File: src/rtl/mii_rx_front.sv
module mii_rx_front #(
  parameter int SYNC_STAGES = 2
) (
  input  logic       clk,
  input  logic       rst_n,
  input  logic       full_duplex,
  input  logic [3:0] rxd,
  input  logic       rx_dv,
  input  logic       rx_er,
  input  logic       crs_async,
  input  logic       col_async,
  output logic [7:0] out_data,
  output logic       out_valid,
  output logic       out_sof,
  output logic       out_eof,
  output logic       out_err,
  output logic       false_carrier,
  output logic       runt,
  output logic       crs_sync,
  output logic       col_sync
);
  typedef enum logic [1:0] {S_IDLE, S_PRE, S_DATA} st_t;
  localparam int SMSB = SYNC_STAGES - 1;

  st_t        st;
  logic       prev5, half, pend_v, pend_first, err_acc;
  logic [3:0] low_nib;
  logic [7:0] pend;
  logic [SMSB:0] crs_q, col_q;

  wire nib5    = (rxd == 4'h5);
  wire nibd    = (rxd == 4'hD);
  wire sfd_now = rx_dv && nibd && (st == S_IDLE || (st == S_PRE && prev5));
  wire fc_code = !rx_dv && rx_er && (rxd == 4'hE);

  always_ff @(posedge clk) begin
    if (!rst_n) begin
      st <= S_IDLE;
      prev5 <= 1'b0;
      half <= 1'b0;
      pend_v <= 1'b0;
      pend_first <= 1'b0;
      err_acc <= 1'b0;
      low_nib <= '0;
      pend <= '0;
      out_data <= '0;
      out_valid <= 1'b0;
      out_sof <= 1'b0;
      out_eof <= 1'b0;
      out_err <= 1'b0;
      false_carrier <= 1'b0;
      runt <= 1'b0;
    end else begin
      out_valid <= 1'b0;
      out_sof <= 1'b0;
      out_eof <= 1'b0;
      out_err <= 1'b0;
      runt <= 1'b0;
      false_carrier <= fc_code;
      if (rx_dv) err_acc <= (st == S_IDLE) ? rx_er : (err_acc | rx_er);
      case (st)
        S_IDLE: if (rx_dv) begin
          st <= sfd_now ? S_DATA : S_PRE;
          prev5 <= nib5;
          half <= 1'b0;
          pend_v <= 1'b0;
        end
        S_PRE: begin
          if (!rx_dv) begin
            st <= S_IDLE;
            runt <= 1'b1;
          end else begin
            if (sfd_now) begin
              st <= S_DATA;
              half <= 1'b0;
              pend_v <= 1'b0;
            end
            prev5 <= nib5;
          end
        end
        S_DATA: begin
          if (rx_dv) begin
            if (!half) begin
              low_nib <= rxd;
              half <= 1'b1;
            end else begin
              half <= 1'b0;
              pend <= {rxd, low_nib};
              pend_v <= 1'b1;
              pend_first <= !pend_v;
              if (pend_v) begin
                out_valid <= 1'b1;
                out_data <= pend;
                out_sof <= pend_first;
              end
            end
          end else begin
            st <= S_IDLE;
            if (pend_v) begin
              out_valid <= 1'b1;
              out_data <= pend;
              out_sof <= pend_first;
              out_eof <= 1'b1;
              out_err <= err_acc | half;
            end else if (half) begin
              out_valid <= 1'b1;
              out_data <= {4'h0, low_nib};
              out_sof <= 1'b1;
              out_eof <= 1'b1;
              out_err <= 1'b1;
            end else begin
              runt <= 1'b1;
            end
          end
        end
        default: st <= S_IDLE;
      endcase
    end
  end

  generate
    if (SYNC_STAGES > 1) begin : g_chain
      always_ff @(posedge clk) begin
        if (!rst_n) begin
          crs_q <= '0;
          col_q <= '0;
        end else begin
          crs_q <= {crs_q[SMSB-1:0], crs_async};
          col_q <= {col_q[SMSB-1:0], col_async};
        end
      end
    end else begin : g_single
      always_ff @(posedge clk) begin
        if (!rst_n) begin
          crs_q <= '0;
          col_q <= '0;
        end else begin
          crs_q <= crs_async;
          col_q <= col_async;
        end
      end
    end
  endgenerate

  assign crs_sync = crs_q[SMSB] & ~full_duplex;
  assign col_sync = col_q[SMSB] & ~full_duplex;
endmodule

File: config.mk
export PLATFORM = sky130hd
export DESIGN_NAME = mii_rx_front
export DESIGN_NICKNAME = d
export VERILOG_FILES = /design/src/rtl/mii_rx_front.sv
export SDC_FILE = /design/constraint.sdc
export NUM_CORES = 1
export LEC_CHECK = 0
export CORE_MARGIN = 3
export CORE_UTILIZATION = 51
export CTS_CLUSTER_DIAMETER = 150
export DETAILED_ROUTE_END_ITERATION = 7
export PLACE_DENSITY_LB_ADDON = 0.3
export SKIP_CTS_REPAIR_TIMING = 1
export SLEW_MARGIN = 0
export SYNTH_ARGS = -nofsm -noshare
export SYNTH_HDL_FRONTEND = slang
export SYNTH_SLANG_ARGS = --single-unit
File: constraint.sdc
create_clock -name clk -period 2.7 [get_ports clk]
set_clock_uncertainty 0.05 [all_clocks]
set_input_delay 0.27 -clock clk [delete_from_list [all_inputs] [get_ports clk]]
set_output_delay 0.27 -clock clk [all_outputs]
set_load 0.01 [all_outputs]
==> impl_metrics.env <==
export IMPL_outcome="finished, final reports clean"
export IMPL_hold_end="crs_q[1]$_SDFF_PN0_"
export IMPL_max_freq_mhz=530
export IMPL_synth_ff_type="dfxtp_1"
export IMPL_grt_use_total=0.185
export IMPL_timing_final_crit_share=0.699
export IMPL_routed_wl_um=3330
export IMPL_port_buffers=26
export IMPL_clk_pin_slew_worst_paths_ps=110
export IMPL_dpl_cell_count=242
export IMPL_finalHoldViolations=0
export IMPL_worstSkewPairLatency_ps=330
export IMPL_die_area_mm2=0.00398
export IMPL_rr_endpoint="out_data[4]$_SDFFE_PN0P_"
export IMPL_path_cells="clkdlybuf4s50_1, inv_1, o31ai_2, a41o_1, o311a_1"
export IMPL_synth_compound_area_frac=0.196
export IMPL_synth_edf_count=0
export IMPL_seq_power_share=0.548
export IMPL_gp_congestion=0.845
export IMPL_die_height_um=63.1
export IMPL_ios=27
export IMPL_r2r_slack_ps=890
export IMPL_die_w_um=63.1
export IMPL_cpMaxStageDelayCell="clkdlybuf4s50_1"
export IMPL_worstRegToRegCells=4
export IMPL_diodes=0
export IMPL_p_leak_nw=0.765
export IMPL_crit_fanout=19
export IMPL_gr_max_usage_layer="met2"
export IMPL_drv_cap=0
export IMPL_critical_path_class="in2reg"
export IMPL_holdPathStages=1
export IMPL_final_nets=220
export IMPL_synth_adder_area_share=0.0301
export IMPL_grt_pass1_wl_um=5930
export IMPL_p_clk_frac=0.272
export IMPL_cts_sinks=37
export IMPL_worstPathArrival_ps=2120
export IMPL_synth_area_mm2=0.00166
export IMPL_drv_slew=0
export IMPL_worst_path_dominant_cell_family="buffers and inverters"
export IMPL_synthDistinctLibCells=42
export IMPL_cts_buffers=5
export IMPL_cpPeakStageDelay_ps=860
export IMPL_syn_instance_count=183
export IMPL_crit_buf_inv=2
export IMPL_critical_path_startpoint="rx_dv"
export IMPL_regToRegStartpoint="st[1]$_SDFFE_PN0P_"
export IMPL_clockRootBuffer="clkbuf_4"
export IMPL_final_cells=249
export IMPL_tightest_slew_ps=614
export IMPL_area_growth_pct=18.6
export IMPL_gr_total_overflow=0
export IMPL_ir_drop_uv=326
export IMPL_min_from="crs_q[0]$_SDFF_PN0_"
export IMPL_power_mw=1.07
export IMPL_synth_xor_area_share=0
export IMPL_synthDominantCellAreaShare=0.446
export IMPL_crit_required_ps=2930
export IMPL_initialDrtViolationCount=71
export IMPL_cp_end_kind="flip-flop"
export IMPL_routedWlPerCell_um=13.4
export IMPL_synth_top_cell_by_area="dfxtp_1"
export IMPL_power_internal_uw=772
export IMPL_fillers=280
export IMPL_vias_per_cell=5.33
export IMPL_yosysMostFrequentCell="dfxtp_1"
export IMPL_ys_seq_area_frac=0.446
export IMPL_clockBufferDepth=2
export IMPL_min_period_ps=1890
export IMPL_syn_num_nets=198
export IMPL_cp_start_kind="input port"
export IMPL_num_vias=1328
export IMPL_htreeDepth=2
export IMPL_layout_drive_gt1_share=0.0585
export IMPL_start_util=0.539
export IMPL_p_sw_uw=301
export IMPL_switching_share=0.280
export IMPL_hpwlAfterDp_um=2370
export IMPL_antenna_found_initial=0
export IMPL_fin_tns_setup_ps=0
export IMPL_synth_simple_area_share=0.245
export IMPL_hold_path_class="reg2reg"
export IMPL_relSlewSlack=0.589
export IMPL_synth_async_reset_ratio=0
export IMPL_ant_nets=0
export IMPL_p_per_area_mw_per_mm2=545
export IMPL_rows=20
export IMPL_grt_use_met3=0.0499
export IMPL_grt_pass1_vias=1272
export IMPL_grt_max_degree=27
export IMPL_pwr_share_comb=0.180
export IMPL_rsz0062_at_grt="false"
export IMPL_grt_use_met1=0.244
export IMPL_ys_ff_latch=37
export IMPL_synth_warnings=0
export IMPL_cts_tree="built"
export IMPL_coreArea_mm2=0.00308
export IMPL_syn_area_per_cell_um2=9.07
export IMPL_synth_area_leaders="dfxtp_1, nand2_1, a21boi_0"
export IMPL_synth_top_family_by_area="simple AND/OR/NAND/NOR gates"
export IMPL_synth_common_cells="dfxtp_1, nand2_1, a21boi_0"
export IMPL_drc=0
export IMPL_setup_violations=0
export IMPL_synth_area_mux_share=0.0301
export IMPL_met2_usage=0.291
export IMPL_drt_pass1_iterations=5
==> cell usage in the layout, fill, tap and decap left out, drive strengths merged, types with 2 or more instances in the layout <==
cell,n
mux2i,5
a21oi,3
ha,4
and3,2
nor4,3
nand2b,6
a21boi,13
nand4b,2
o31ai,2
o21ai,5
nand3b,2
nand3,10
clkbuf,7
nor2b,8
nor2,8
inv,5
and2,5
dfxtp,37
clkdlybuf4s50,26
o211a,5
nand2,31
==> per-layer routing <==
layer  vias to the layer above  share of wire
li1                        672              -
met1                       607           0.44
met2                        45           0.49
met3                         4          0.059
met4                         0         0.0075
met5                         -              0
==> layout make-up <==
cell class	instances	area (um2)	share of cell area
Clock buffer	7	55.1	0.0280
Inverter	5	18.8	0.00953
Multi-Input combinational cell	129	832	0.422
Sequential cell	37	741	0.376
Tap cell	44	55.1	0.0280
Timing Repair Buffer	27	268	0.136
==> state kept, by name, summed over array words and instances (netlist names), 2 cells and up <==
signal    flops
crs_q         2
pend          8
col_q         2
low_nib       4
out_data      8
st            2
==> through the flow <==
stage	hold WS (ps)	worst slack [ps]	util	cell area, um2
2_1_floorplan	295	1130	-	1660
3_3_place_gp	369	587	0.622	1910
3_5_place_dp	367	519	0.622	1910
4_1_cts	390	851	0.640	1970
5_1_grt	426	660	0.640	1970
6_report	389	814	0.640	1970
==> how the worst max path moves through the flow <==
stage | slack [ps] | cells past startpoint | to
2_1_floorplan | 1130 | 5 | pend_v$_SDFFE_PN0P_
3_3_place_gp | 590 | 5 | pend_v$_SDFFE_PN0P_
3_5_place_dp | 520 | 5 | pend_v$_SDFFE_PN0P_
4_1_cts | 850 | 5 | pend_v$_SDFFE_PN0P_
5_1_grt | 660 | 4 | out_data[4]$_SDFFE_PN0P_
6_report | 810 | 5 | pend_v$_SDFFE_PN0P_
==> cells by family after synthesis <==
logic type	after synthesis
flops	37
compound gates	39
fa+ha+maj	4
buf+inv	17
simple gates	81
mux	5
==> power by group through the flow <==
stage                     Combinational (mW)  Sequential (mW)  Clock, mW
after CTS                              0.193            0.588      0.298
after global placement                 0.184            0.599          0
final                                  0.193            0.588      0.292
after floorplan                        0.146            0.592          0
after detailed placement               0.192            0.601          0
after global routing                   0.215            0.593      0.326
==> worst reg2reg max path: cells and delay by family, from the launching register on <==
kind | cells | cell delay [ps]
AO/OA/AOI/OAI | 2 | 650
adder cells (fa/ha/maj) | 1 | 470
flip-flops | 1 | 450
AND/OR/NAND/NOR | 1 | 120
Note: power is estimated with default switching activity, not from simulation.
